`config.mk`:
```
export PLATFORM = sky130hd
export DESIGN_NAME = hsbtn_monitor
export DESIGN_NICKNAME = d
export VERILOG_FILES = /design/src/rtl/hsbtn_pkg.sv /design/src/rtl/hsbtn_sync.sv /design/src/rtl/hsbtn_debounce.sv /design/src/rtl/hsbtn_outsel.sv /design/src/rtl/hsbtn_monitor.sv
export SDC_FILE = /design/constraint.sdc
export NUM_CORES = 1
export LEC_CHECK = 0
export BUFFER_PORTS_ARGS = -buffer_cell sky130_fd_sc_hd__clkbuf_2
export CAP_MARGIN = 10
export CORE_AREA = 2 2 39 41
export CTS_BUF_LIST = sky130_fd_sc_hd__clkbuf_4 sky130_fd_sc_hd__clkbuf_8
export CTS_CLUSTER_SIZE = 24
export DETAILED_ROUTE_END_ITERATION = 7
export DIE_AREA = 0 0 41 43
export PLACE_DENSITY = 0.69
export SKIP_LAST_GASP = 1
export SLEW_MARGIN = 15
export SYNTH_ARGS = -nofsm -noshare
export SYNTH_HDL_FRONTEND = slang
export SYNTH_HIERARCHICAL = 1
export SYNTH_SLANG_ARGS = --single-unit
```
`constraint.sdc`:
```
create_clock -name clk -period 1.65 [get_ports clk]
set_input_delay 0.0825 -clock clk [delete_from_list [all_inputs] [get_ports clk]]
set_output_delay 0.0825 -clock clk [all_outputs]
set_load 0.02 [all_outputs]
```
`src/rtl/hsbtn_pkg.sv`:
```
package hsbtn_pkg;
  typedef enum logic {
    MODE_FOLLOW = 1'b0,
    MODE_STICKY = 1'b1
  } hsbtn_mode_e;

  typedef struct packed {
    logic pressed;
    logic press_evt;
  } hsbtn_deb_t;
endpackage

```
`src/rtl/hsbtn_sync.sv`:
```
module hsbtn_sync #(
  parameter int STAGES   = 2,
  parameter bit RST_LVL  = 1'b1
) (
  input  logic clk,
  input  logic rst,
  input  logic d_i,
  output logic q_o
);
  logic [STAGES-1:0] chain_q;

  always_ff @(posedge clk) begin
    if (rst) chain_q[0] <= RST_LVL;
    else     chain_q[0] <= d_i;
  end

  for (genvar g = 1; g < STAGES; g++) begin : g_stage
    always_ff @(posedge clk) begin
      if (rst) chain_q[g] <= RST_LVL;
      else     chain_q[g] <= chain_q[g-1];
    end
  end

  assign q_o = chain_q[STAGES-1];
endmodule

```
`src/rtl/hsbtn_debounce.sv`:
```
module hsbtn_debounce
  import hsbtn_pkg::*;
#(
  parameter int LIMIT = 50
) (
  input  logic       clk,
  input  logic       rst,
  input  logic       en_i,
  input  logic       tick_i,
  input  logic       level_n_i,
  output hsbtn_deb_t deb_o
);
  localparam int CNT_W = (LIMIT > 1) ? $clog2(LIMIT) : 1;
  localparam logic [CNT_W-1:0] LAST = CNT_W'(LIMIT - 1);

  logic             smp;
  logic             prev_q;
  logic             state_q;
  logic             evt_q;
  logic [CNT_W-1:0] cnt_q;

  assign smp = ~level_n_i;

  always_ff @(posedge clk) begin
    if (rst || !en_i) begin
      prev_q  <= smp;
      state_q <= 1'b0;
      evt_q   <= 1'b0;
      cnt_q   <= '0;
    end else begin
      prev_q <= smp;
      evt_q  <= 1'b0;
      if (smp != prev_q || smp == state_q) begin
        cnt_q <= '0;
      end else if (tick_i) begin
        if (cnt_q == LAST) begin
          state_q <= smp;
          evt_q   <= smp;
          cnt_q   <= '0;
        end else begin
          cnt_q <= cnt_q + 1'b1;
        end
      end
    end
  end

  assign deb_o.pressed   = state_q;
  assign deb_o.press_evt = evt_q;
endmodule

```
`src/rtl/hsbtn_outsel.sv`:
```
module hsbtn_outsel
  import hsbtn_pkg::*;
(
  input  logic        clk,
  input  logic        rst,
  input  logic        en_i,
  input  hsbtn_mode_e mode_i,
  input  logic        invert_i,
  input  hsbtn_deb_t  deb_i,
  input  logic        wr_i,
  input  logic        wdata_i,
  output logic        flag_o,
  output logic        stat_o
);
  logic flag_q;
  logic stat_q;
  logic shown;

  always_ff @(posedge clk) begin
    if (rst)                   flag_q <= 1'b0;
    else if (deb_i.press_evt)  flag_q <= 1'b1;
    else if (wr_i && !wdata_i) flag_q <= 1'b0;
  end

  always_comb begin
    if (!en_i)                    shown = 1'b0;
    else if (mode_i == MODE_STICKY) shown = flag_q;
    else                          shown = deb_i.pressed;
  end

  always_ff @(posedge clk) begin
    if (rst) stat_q <= 1'b0;
    else     stat_q <= shown ^ invert_i;
  end

  assign flag_o = flag_q;
  assign stat_o = stat_q;
endmodule

```
`src/rtl/hsbtn_monitor.sv`:
```
module hsbtn_monitor
  import hsbtn_pkg::*;
#(
  parameter int DEBOUNCE_TICKS = 50,
  parameter int SYNC_STAGES    = 2
) (
  input  logic clk,
  input  logic rst,
  input  logic tick_i,
  input  logic enable_i,
  input  logic sticky_mode_i,
  input  logic invert_i,
  input  logic btn_n_i,
  input  logic flag_wr_i,
  input  logic flag_wdata_i,
  output logic flag_o,
  output logic stat_o
);
  logic        btn_n_sync;
  hsbtn_deb_t  deb;
  hsbtn_mode_e mode;
  logic        state_q;
  logic        press_evt;
  logic        flag_q;

  assign mode = hsbtn_mode_e'(sticky_mode_i);

  hsbtn_sync #(.STAGES(SYNC_STAGES), .RST_LVL(1'b1)) u_sync (
    .clk (clk),
    .rst (rst),
    .d_i (btn_n_i),
    .q_o (btn_n_sync)
  );

  hsbtn_debounce #(.LIMIT(DEBOUNCE_TICKS)) u_deb (
    .clk       (clk),
    .rst       (rst),
    .en_i      (enable_i),
    .tick_i    (tick_i),
    .level_n_i (btn_n_sync),
    .deb_o     (deb)
  );

  hsbtn_outsel u_out (
    .clk      (clk),
    .rst      (rst),
    .en_i     (enable_i),
    .mode_i   (mode),
    .invert_i (invert_i),
    .deb_i    (deb),
    .wr_i     (flag_wr_i),
    .wdata_i  (flag_wdata_i),
    .flag_o   (flag_q),
    .stat_o   (stat_o)
  );

  assign state_q   = deb.pressed;
  assign press_evt = deb.press_evt;
  assign flag_o    = flag_q;
endmodule

```
# Yosys cells after proc, flatten, opt, wreduce, memory -nomap -nowiden
# Cells that the tools add are included.
word_totals:
  wordCells: 31
  ff_bits: 13
  in_bits: 9
  out_inout_bits: 2
op_classes:
  muxes: 5
  n_addsub: 1
  n_bitwise: 5
  n_reduce_logical: 9
  n_eq_ne: 3
op_table:
  columns: ["operator", "n"]
  rows:
  - ["6-bit by 1-bit adder with 6-bit output (second input constant)", 1]
  - ["6-bit equality test (second input constant)", 1]
  - ["6-bit two-way mux", 1]
  - ["1-bit two-way mux", 4]
  - ["1-bit NOT", 4]
  - ["4-bit OR reduction", 1]
  - ["3-bit AND reduction", 1]
  - ["1-bit logical NOT", 2]
  - ["1-bit logical OR", 2]
  - ["2-bit nonzero test", 1]
  - ["2-bit OR reduction", 1]
  - ["1-bit equality test", 1]
  - ["1-bit logical AND", 1]
  - ["1-bit inequality test", 1]
  - ["1-bit bitwise XOR", 1]

# Logic depth before layout (Yosys ltp)
# Gate-level depths: netlist of run 1.
logic_depth:
  ltp_word: 5
  depth_mapped: 5
  depth_no_buf: 5

# Modules after synthesis
# Netlist of run 1, hierarchy kept.
by_module_without_submodules:
  columns: ["module", "area_each_um2", "seq_area_each_um2", "n_inst", "cells_per_inst"]
  rows:
  - ["hsbtn_debounce", 422.9, 180.2, 1, 45]
  - ["hsbtn_outsel", 97.6, 40.0, 1, 10]
  - ["hsbtn_sync", 52.6, 40.0, 1, 4]

# Worst setup path before layout of run 1
# No wires, ideal clock.
synth_path:
  path_type: "flip-flop to flip-flop"
  from: "reg u_deb.cnt_q[0]"
  to: "reg u_deb.state_q"
  slack_ps: 384
  n_path_buf: 0
  required_time_ps: 1576
  path_stages_with_launch: 5
  t_arrival_ps: 1192
  cell_sequence: "dfxtp_1 ha_1 nand2_1 or4_1 a31oi_1"
synth_between:
  elab_chain_len: 2
synth_rtl:
  columns: ["element", "line", "source"]
  rows:
  - ["start, declared", "hsbtn_debounce.sv:20", "logic [CNT_W-1:0] cnt_q;"]
  - ["start signal, assigned", "hsbtn_debounce.sv:41", "cnt_q <= cnt_q + 1'b1;"]
  - ["6-bit equality test", "hsbtn_debounce.sv:36", "if (cnt_q == LAST) begin"]
  - ["3-bit AND reduction (no source line)", null, null]
  - ["end signal, assigned", "hsbtn_debounce.sv:37", "state_q <= smp;"]
  - ["end, declared", "hsbtn_debounce.sv:18", "logic state_q;"]
# No other way between the ends.
# A chain may end at the register's enable or synchronous reset.

# Final worst setup path of run 1
layout_path:
  from: "reg u_deb.cnt_q[1]"
  to: "reg u_deb.cnt_q[1]"
layout_between:
  elab_chain_len: 2
  word_cells_on_any_way: 3
  cone_classes: "1 x add/sub; 1 x eq/ne; 1 x mux"
layout_rtl:
  columns: ["element", "line"]
  rows:
  - ["6-bit by 1-bit adder with 6-bit output or 6-bit equality test (tied branches)", "hsbtn_debounce.sv:41, hsbtn_debounce.sv:36"]
  - ["6-bit two-way mux (*)", "hsbtn_debounce.sv:36"]
# Every way passes the cells marked *; elsewhere a longest branch is shown, timed or not.

==> impl_metrics.py, run 1 <==
metrics = {
    "clock_network": {
        "h-tree-depth": 1,
        "cts_buffers": 3,
        "clkSinkCount": 13,
        "path_clk_slew_ns": 0.07,
        "ctsRootBufferMaster": "clkbuf_4",
        "cts_tree": "built",
        "clock_path_buffers": 2,
        "clk_latency_ns": 0.27,
    },
    "floorplanning": {
        "io_pins": 11,
        "initial_core_util_pct": 41.4,
        "die_h_um": 43,
        "num_rows": 14,
        "die_w_um": 41,
        "die_area_mm2": 0.00176,
        "core_region_area_mm2": 0.00138,
    },
    "route": {
        "wire_per_inst_um": 11.1,
        "ant_nets": 0,
        "first_pass_iters": 2,
        "wl_um": 964,
        "vias": 448,
        "detail_route.iter0.violations": 1,
        "vias_per_cell": 5.15,
        "post-route-drc-count": 0,
    },
    "timing": {
        "max_freq_ghz": 0.703,
        "final_max_slew_viol_count": 0,
        "setup_viol": 0,
        "finalCriticalPeriod_ns": 1.42,
        "maxSlewHeadroom_pct": 65.8,
        "finalHoldViolCount": 0,
        "clock-skew-final_ns": 0.000405,
        "hold_ws_ns": 0.0350,
        "fin_setup_tns_ns": 0,
        "period_share_pct": 86.2,
        "rsz0062_at_grt": "false",
        "worst_pin_slew_ns": 0.513,
    },
    "synthesis": {
        "synthMostInstantiatedCell": "dfxtp_1",
        "synth_seq_cells": 13,
        "yosysTopAreaCell": "dfxtp_1",
        "synthFlopType": "dfxtp_1",
        "synth_edf_count": 0,
        "synth_nets": 70,
        "synth-seq-area-share_pct": 45.4,
        "syn_inst": 59,
        "synthTopCellsByCount": "dfxtp_1, nor3_1",
        "synth_top_cell_area_share_pct": 45.4,
        "async_flop_share_pct": 0,
        "postSynthAreaPerCell_um2": 9.71,
        "synthTopCellsByArea": "dfxtp_1, xor2_1, ha_1, nor3_1, nand2b_1",
        "syn_area_um2": 573,
        "yosysWarningCount": 6,
        "yosysUniqueCellTypes": 28,
    },
    "place": {
        "portBuffers": 10,
        "hpwl_um": 733,
        "routabilityCongestion": 0.752,
    },
    "hold_path": {
        "hp-class": "in -> reg",
    },
    "global_routing": {
        "gr-usage-all-layers_pct": 12.8,
        "grt_antenna_before_repair": 0,
        "globalRouteOverflowTotal": 0,
        "grt_pass1_wl_um": 1470,
        "grt_pass1_vias": 365,
        "grt_max_degree": 9,
    },
    "finish": {
        "fillers": 139,
        "nets": 83,
        "multi_input_area_um2": 283,
        "drive_gt1_share_pct": 23.9,
        "layout-area-overhead-vs-synth_pct": 15.9,
        "final-seq-area_um2": 260,
        "n_antenna_cell": 0,
    },
    "flow_run": {
        "cap_violations": 0,
    },
    "power": {
        "vdd_drop_max_mv": 0.404,
        "powerDensity_mw_per_mm2": 845,
        "leakagePower_nw": 0.254,
    },
    "worst_setup_path": {
        "endpoint_kind": "flip-flop",
        "worstPathArrival_ns": 1.58,
        "cp-start-kind": "flip-flop",
        "worstPathRequired_ns": 1.80,
        "cp_max_fo": 6,
        "path_class": "reg -> reg",
    },
    "status": {
        "status": "completed",
    },
}
## final timing paths
| kind | startpoint | end | slack [ns] | cells past startpoint |
|---|---|---|---|---|
| min | rst | u_out/flag_o | 0.04 | 2 |
| max | u_deb/cnt_q[1] | u_deb/cnt_q[1] | 0.23 | 5 |
| min reg2reg | u_sync/chain_q[0] | u_sync/q_o | 0.41 | 1 |
| max reg2reg | u_deb/cnt_q[1] | u_deb/cnt_q[1] | 0.23 | 5 |
## state kept, by name, indices dropped and copies added, names as in the netlist
| signal | flops |
|---|---|
| u_deb/evt_q | 1 |
| u_sync/chain_q | 1 |
| u_sync/q_o | 1 |
| u_deb/cnt_q | 6 |
| u_out/stat_o | 1 |
| u_out/flag_o | 1 |
| u_deb/prev_q | 1 |
| u_deb/state_q | 1 |
## cell usage in the layout (no fill, tap or decap), types with 2 or more instances in the layout
master	netlist	final
clkbuf_2	0	10
clkbuf_4	0	4
dfxtp_1	13	13
ha_1	2	2
inv_1	3	3
nand2_1	3	3
nand2b_1	3	3
nand4_1	2	2
nor2_1	3	3
nor3_1	4	4
o21ai_0	3	3
or2_1	2	2
xor2_1	3	3
## power by group
part           internal (mW)  switching (mW)  total [mW]
clock network          0.110          0.0984       0.209
registers              0.318         0.00241       0.320
logic                 0.0161          0.0160      0.0321
## cells by family after synthesis
group,after synthesis,synth area share [%]
AO/OA/AOI/OAI,10,12.4
AND/OR/NAND/NOR,23,23.8
XOR/XNOR,4,6.11
multiplexers,1,2.62
flip-flops,13,45.4
buffers and inverters,6,5.24
adder cells (fa/ha/maj),2,4.37
## critical path, stage by stage (launching register included)
cell and delay, ns:
dfxtp_1 0.38, inv_1 0.06, ha_1 0.17, nand2_1 0.11, o22ai_1 0.20, a2111oi_0 0.39
## stage by stage
step / power (mW) / utilization, % / cell area, um^2 / std cells / setup slack [ns]
2_1_floorplan: 0.342 / - / 573 / 59 / 0.384
3_3_place_gp: 0.358 / 45.1 / 624 / 82 / 0.336
3_5_place_dp: 0.359 / 45.1 / 624 / 82 / 0.198
4_1_cts: 0.571 / 48.0 / 664 / 87 / 0.184
5_1_grt: 0.585 / 48.0 / 664 / 87 / 0.0646
6_report: 0.561 / 48.0 / 664 / 87 / 0.227
## metal layers
| layer | vias up | global-route usage, % | share of wire [%] |
|---|---|---|---|
| li1 | 230 | - | - |
| met1 | 200 | 14.7 | 45 |
| met2 | 13 | 18.1 | 46 |
| met3 | 5 | 3.14 | 5.2 |
| met4 | 0 | 12.0 | 4.0 |
| met5 | - | 0 | 0 |
## cell type report
type / count / area share [%]
clock buffer: 4 / 4.52
inverter: 3 / 1.69
multi-input combinational: 40 / 42.6
sequential: 13 / 39.2
tap: 16 / 3.01
timing repair buffer: 11 / 9.04
## what timing repair did
item,CTS,global route
endpoints found under the hold margin,1,0
setup buffers,0,0
resized for setup,0,0
hold buffers,1,0
(Power assumes the default switching activity.)
==> run 2, diff against run 1 <==
--- a/config.mk
+++ b/config.mk
@@ -5,7 +5,7 @@
 export SDC_FILE = /design/constraint.sdc
 export NUM_CORES = 1
 export LEC_CHECK = 0
-export BUFFER_PORTS_ARGS = -buffer_cell sky130_fd_sc_hd__clkbuf_2
+export BUFFER_PORTS_ARGS = -buffer_cell sky130_fd_sc_hd__buf_2
 export CAP_MARGIN = 10
 export CORE_AREA = 2 2 39 41
 export CTS_BUF_LIST = sky130_fd_sc_hd__clkbuf_4 sky130_fd_sc_hd__clkbuf_8
==> run 2 against run 1 <==
Non-clock buffer count stayed put. Die area stayed put. Cell count is the same. Wire length is 5.8% lower. Total power down 0.99%. Sequential share of layout area is the same. Worst setup slack improved by 0.023 ns. Clock-buffer cell count stayed put. Flip-flop and latch count stayed put. Clock skew up 0.0062 ns. Critical path type unchanged. Critical endpoint unchanged. Largest power group unchanged. Highest routed layer unchanged.
==> impl_metrics.py, run 2 (synthesis results as in run 1) <==
metrics = {
    "status": {
        "status": "completed",
    },
    "floorplanning": {
        "die_area_mm2": 0.00176,
        "die_h_um": 43,
        "io_pins": 11,
        "initial_core_util_pct": 41.4,
        "die_w_um": 41,
        "num_rows": 14,
        "core_region_area_mm2": 0.00138,
    },
    "global_routing": {
        "gr-usage-all-layers_pct": 12.2,
        "grt_pass1_vias": 388,
        "grt_pass1_wl_um": 1480,
        "grt_max_degree": 9,
        "grt_antenna_before_repair": 0,
        "globalRouteOverflowTotal": 0,
    },
    "worst_setup_path": {
        "worstPathArrival_ns": 1.55,
        "r2r_cells": 5,
        "r2r_setup_slack_ns": 0.25,
        "endpoint_kind": "flip-flop",
        "rr_startpoint": "u_deb/cnt_q[1]",
        "path_class": "reg -> reg",
        "cp-start-kind": "flip-flop",
        "rr_endpoint": "u_deb/cnt_q[1]",
        "cp_max_fo": 6,
        "worstPathRequired_ns": 1.80,
    },
    "flow_run": {
        "cap_violations": 0,
    },
    "route": {
        "first_pass_iters": 3,
        "vias": 440,
        "vias_per_cell": 5.06,
        "post-route-drc-count": 0,
        "wire_per_inst_um": 10.4,
        "wl_um": 908,
        "detail_route.iter0.violations": 1,
        "ant_nets": 0,
    },
    "timing": {
        "fin_setup_tns_ns": 0,
        "rsz0062_at_grt": "false",
        "max_freq_ghz": 0.714,
        "finalHoldViolCount": 0,
        "maxSlewHeadroom_pct": 64.7,
        "final_max_slew_viol_count": 0,
        "finalCriticalPeriod_ns": 1.40,
        "setup_ws_ns": 0.250,
        "period_share_pct": 84.8,
        "worst_pin_slew_ns": 0.530,
        "hold_ws_ns": 0.0350,
        "setup_viol": 0,
        "clock-skew-final_ns": 0.00658,
    },
    "power": {
        "powerDensity_mw_per_mm2": 836,
        "power_uw": 556,
        "leakagePower_nw": 0.254,
        "vdd_drop_max_mv": 0.364,
    },
    "finish": {
        "drive_gt1_share_pct": 23.9,
        "mostFrequentLayoutCells": "dfxtp_1, buf_2, clkbuf_4, nor3_1",
        "regMostFlops": "u_deb/cnt_q",
        "layout-area-overhead-vs-synth_pct": 15.9,
        "n_antenna_cell": 0,
        "fin_area_um2": 664,
        "layout_commonest_cell": "dfxtp_1",
        "largest_reg_flops": 6,
        "nets": 83,
    },
    "clock_network": {
        "postCtsSetupBuffers": 0,
        "post_cts_resized": 0,
        "h-tree-depth": 1,
        "clkSinkCount": 13,
        "cts-hold-fix-buffers": 1,
        "clock_path_buffers": 2,
        "cts_tree": "built",
        "clk_latency_ns": 0.27,
        "cts_buffers": 3,
        "path_clk_slew_ns": 0.08,
        "ctsRootBufferMaster": "clkbuf_4",
    },
    "hold_path": {
        "min_path_cells": 2,
        "hp-class": "in -> reg",
        "min-delay-start": "rst",
        "min_to": "u_out/flag_o",
    },
    "place": {
        "routabilityCongestion": 0.706,
        "hpwl_um": 710,
        "portBuffers": 10,
        "placed_area_um2": 624,
        "pre_cts_ws_ns": 0.272,
    },
}
-- run 2: cell count changes in the layout (fill, tap and decap cells not counted) --
cell	previous run	this run
buf_2	0	10
clkbuf_2	10	0
-- run 2: metal layers --
metal	routed length [um]	vias to the layer above	share of wire (%)	GRT usage (%)
met2	434	10	48	18.1
met4	6	0	0.66	6.00
met1	415	196	46	15.6
met5	0	-	0	0
met3	52	2	5.7	3.14
li1	-	232	-	-
-- run 2: final cells by class --
class	instances	area (um^2)
fillers	144	719
well taps	16	20.0
flip-flops and latches	13	260
multi-input cells	40	283
clock buffers	4	30.0
inverters	3	11.3
repair buffers	11	60.1
-- run 2: power breakdown --
group          switching (mW)  internal [mW]
registers             0.00224          0.318
logic                  0.0164         0.0162
clock network          0.0929          0.110
-- run 2: metrics by stage --
stage | util (%) | cells
6_report | 48.0 | 87
5_1_grt | 48.0 | 87
4_1_cts | 48.0 | 87
3_5_place_dp | 45.1 | 82
3_3_place_gp | 45.1 | 82
2_1_floorplan | - | 59
-- run 2: how the worst max path moves through the flow --
stage	start	endpoint	slack, ns
2_1_floorplan	u_deb/cnt_q[0]	u_deb/state_q	0.38
3_3_place_gp	u_deb/cnt_q[0]	u_deb/state_q	0.33
3_5_place_dp	u_deb/cnt_q[1]	u_deb/cnt_q[1]	0.27
4_1_cts	u_deb/cnt_q[1]	u_deb/cnt_q[1]	0.23
5_1_grt	u_deb/cnt_q[1]	u_deb/cnt_q[1]	0.07
6_report	u_deb/cnt_q[1]	u_deb/cnt_q[1]	0.25
-- run 2: critical path: stages, from the launching register on --
cell	delay, ns
dfxtp_1	0.39
inv_1	0.06
ha_1	0.17
nand2_1	0.11
o22ai_1	0.20
a2111oi_0	0.36
==> run 3, diff against run 2 <==
--- a/config.mk
+++ b/config.mk
@@ -5,14 +5,15 @@
 export SDC_FILE = /design/constraint.sdc
 export NUM_CORES = 1
 export LEC_CHECK = 0
+export ABC_AREA = 1
 export BUFFER_PORTS_ARGS = -buffer_cell sky130_fd_sc_hd__buf_2
 export CAP_MARGIN = 10
-export CORE_AREA = 2 2 39 41
+export CORE_MARGIN = 1.5
+export CORE_UTILIZATION = 51
 export CTS_BUF_LIST = sky130_fd_sc_hd__clkbuf_4 sky130_fd_sc_hd__clkbuf_8
 export CTS_CLUSTER_SIZE = 24
 export DETAILED_ROUTE_END_ITERATION = 7
-export DIE_AREA = 0 0 41 43
-export PLACE_DENSITY = 0.69
+export PLACE_DENSITY = 0.8
 export SKIP_LAST_GASP = 1
 export SLEW_MARGIN = 15
 export SYNTH_ARGS = -nofsm -noshare
==> constraint.sdc (replaced) <==
create_clock -name clk -period 1.2 [get_ports clk]
set_input_delay 0.06 -clock clk [delete_from_list [all_inputs] [get_ports clk]]
set_output_delay 0.06 -clock clk [all_outputs]
set_load 0.02 [all_outputs]
==> run 3 against run 2 <==
Cell count increased by 45%. Worst setup slack worse by 0.15 ns. Combinational power is 95% higher. Synthesized area grew 21%. Largest power group unchanged.
==> impl_metrics.py, run 3 <==
metrics = {
    "status": {
        "status": "completed",
    },
    "worst_setup_path": {
        "rr_endpoint": "u_deb/state_q",
        "r2r_cells": 8,
        "path_class": "reg -> reg",
        "cp-start-kind": "flip-flop",
        "worstPathArrival_ns": 1.27,
        "r2r_setup_slack_ns": 0.1,
        "endpoint_kind": "flip-flop",
        "cp_max_fo": 4,
        "rr_startpoint": "u_deb/cnt_q[0]",
        "worstPathRequired_ns": 1.37,
    },
    "route": {
        "wire_per_inst_um": 8.40,
        "first_pass_iters": 3,
        "vias_per_cell": 4.42,
        "detail_route.iter0.violations": 4,
        "vias": 557,
        "wl_um": 1060,
        "ant_nets": 0,
        "post-route-drc-count": 0,
    },
    "synthesis": {
        "synthFlopType": "dfxtp_1",
        "syn_inst": 97,
        "synthMostInstantiatedCell": "nand2_1",
        "postSynthAreaPerCell_um2": 7.12,
        "synth_top_cell_area_share_pct": 37.7,
        "async_flop_share_pct": 0,
        "yosysTopAreaCell": "dfxtp_1",
        "synth-seq-area-share_pct": 37.7,
        "syn_area_um2": 691,
        "synthTopCellsByArea": "dfxtp_1, nand2_1, inv_1, nor2_1, nand2_2",
        "synthTopCellsByCount": "nand2_1, inv_1, dfxtp_1",
        "yosysUniqueCellTypes": 19,
        "synth_edf_count": 0,
        "synth_nets": 108,
        "synth_seq_cells": 13,
        "yosysWarningCount": 6,
    },
    "clock_network": {
        "h-tree-depth": 1,
        "cts_buffers": 3,
        "cts_tree": "built",
        "postCtsSetupBuffers": 0,
        "path_clk_slew_ns": 0.08,
        "clk_latency_ns": 0.27,
        "ctsRootBufferMaster": "clkbuf_4",
        "clock_path_buffers": 2,
        "clkSinkCount": 13,
    },
    "global_routing": {
        "grt_pass1_vias": 445,
        "grt_max_degree": 8,
        "grt_antenna_before_repair": 0,
        "grt_pass1_wl_um": 1730,
        "globalRouteOverflowTotal": 0,
        "gr-usage-all-layers_pct": 16.7,
    },
    "timing": {
        "setup_viol": 0,
        "finalCriticalPeriod_ns": 1.10,
        "fin_setup_tns_ns": 0,
        "final_max_slew_viol_count": 0,
        "worst_pin_slew_ns": 0.218,
        "period_share_pct": 91.9,
        "finalHoldViolCount": 0,
        "rsz0062_at_grt": "false",
        "maxSlewHeadroom_pct": 85.3,
        "clock-skew-final_ns": 0.00606,
        "max_freq_ghz": 0.907,
    },
    "hold_path": {
        "hp-class": "in -> reg",
        "min-delay-start": "invert_i",
        "min_path_cells": 3,
        "min_to": "u_out/stat_o",
    },
    "finish": {
        "layout_commonest_cell": "nand2_1",
        "layout-area-overhead-vs-synth_pct": 15.4,
        "drive_gt1_share_pct": 26.1,
        "n_antenna_cell": 0,
        "nets": 123,
        "regMostFlops": "u_deb/cnt_q",
        "fin_area_um2": 797,
        "mostFrequentLayoutCells": "nand2_1, inv_1, dfxtp_1",
        "largest_reg_flops": 6,
    },
    "floorplanning": {
        "die_area_mm2": 0.00158,
        "num_rows": 13,
        "die_h_um": 39.8,
        "core_region_area_mm2": 0.00128,
        "die_w_um": 39.8,
        "io_pins": 11,
        "initial_core_util_pct": 53.7,
    },
    "place": {
        "placed_area_um2": 744,
        "portBuffers": 10,
        "hpwl_um": 780,
        "routabilityCongestion": 0.724,
    },
    "power": {
        "powerDensity_mw_per_mm2": 1000,
        "vdd_drop_max_mv": 0.940,
        "leakagePower_nw": 0.376,
    },
    "flow_run": {
        "cap_violations": 0,
    },
}
run 3: cell types whose count changed after synthesis, moves of 2 or more:
cell / previous run / this run
nand3_1: 0 / 3
nor2_2: 0 / 2
nand2_2: 0 / 6
nand2_1: 3 / 23
nand2b_1: 3 / 0
inv_1: 3 / 18
nor3_1: 4 / 0
nand3_2: 0 / 2
nor2_4: 0 / 2
xor2_1: 3 / 1
nor2_1: 3 / 12
or2_1: 2 / 0
run 3: cells by family after synthesis:
family / share of synthesized area, %
compound gates: 4.35
xor+xnor: 3.81
fa+ha+maj: 3.62
buf+inv: 12.5
flops: 37.7
simple gates: 38.0
run 3: repair_timing:
item                                    in CTS  in global routing
gates resized for setup                      0                  1
hold buffers                                 2                  0
endpoints found under the hold margin        2                  0
endpoints found under the setup margin       0                  2
run 3: through the flow:
stage | hold slack (ns) | cells | total power, mW | utilization (%) | setup WS [ns]
after global routing | 0.0761 | 126 | 0.832 | 62.0 | 0.00258
after global placement | 0.230 | 120 | 0.508 | 57.9 | 0.142
after detailed placement | 0.238 | 120 | 0.509 | 57.9 | 0.120
final | 0.0682 | 126 | 0.797 | 62.0 | 0.0977
after floorplan | 0.129 | 97 | 0.485 | - | 0.176
after CTS | 0.0585 | 126 | 0.804 | 61.8 | 0.0680
run 3: worst max-delay path, cell delays in order, from the launching register on:
cell and delay (ns):
dfxtp_1 0.41, ha_1 0.17, nand2_1 0.05, inv_1 0.08, nand2_1 0.05, nor2_1 0.09
nand2_1 0.06, nand2_1 0.05, nand2_1 0.04
run 3: per-layer routing:
layer	vias up	share of wire (%)	global-route usage [%]	wire, um
met5	-	0	0	0
met3	2	1.4	1.70	15
met2	3	47	26.6	501
met1	237	50	21.1	526
li1	315	-	-	-
met4	0	1.3	10.3	14
run 3: how the worst max path moves through the flow:
stage / start / to / slack, ns / cells after the start
after global routing: u_deb/cnt_q[0] / u_deb/cnt_q[4] / 0.003 / 7
after floorplan: u_deb/cnt_q[0] / u_deb/state_q / 0.18 / 8
after global placement: u_deb/cnt_q[1] / u_deb/state_q / 0.14 / 8
final: u_deb/cnt_q[0] / u_deb/state_q / 0.1 / 8
after detailed placement: u_deb/cnt_q[0] / u_deb/cnt_q[0] / 0.12 / 6
after CTS: rst / u_deb/state_q / 0.07 / 7
run 3: where the power goes:
group | switching [mW] | internal, mW | leakage, nW | total [mW]
Clock | 0.141 | 0.151 | 0.0184 | 0.292
Sequential | 0.00405 | 0.438 | 0.106 | 0.442
Combinational | 0.0357 | 0.0278 | 0.252 | 0.0635
run 3: cell type report:
class	instances	area, um^2
tap	15	18.8
timing repair buffer	12	70.1
inverter	19	71.3
clock buffer	4	30.0
multi-input combinational	63	347
fill	115	488
sequential	13	260
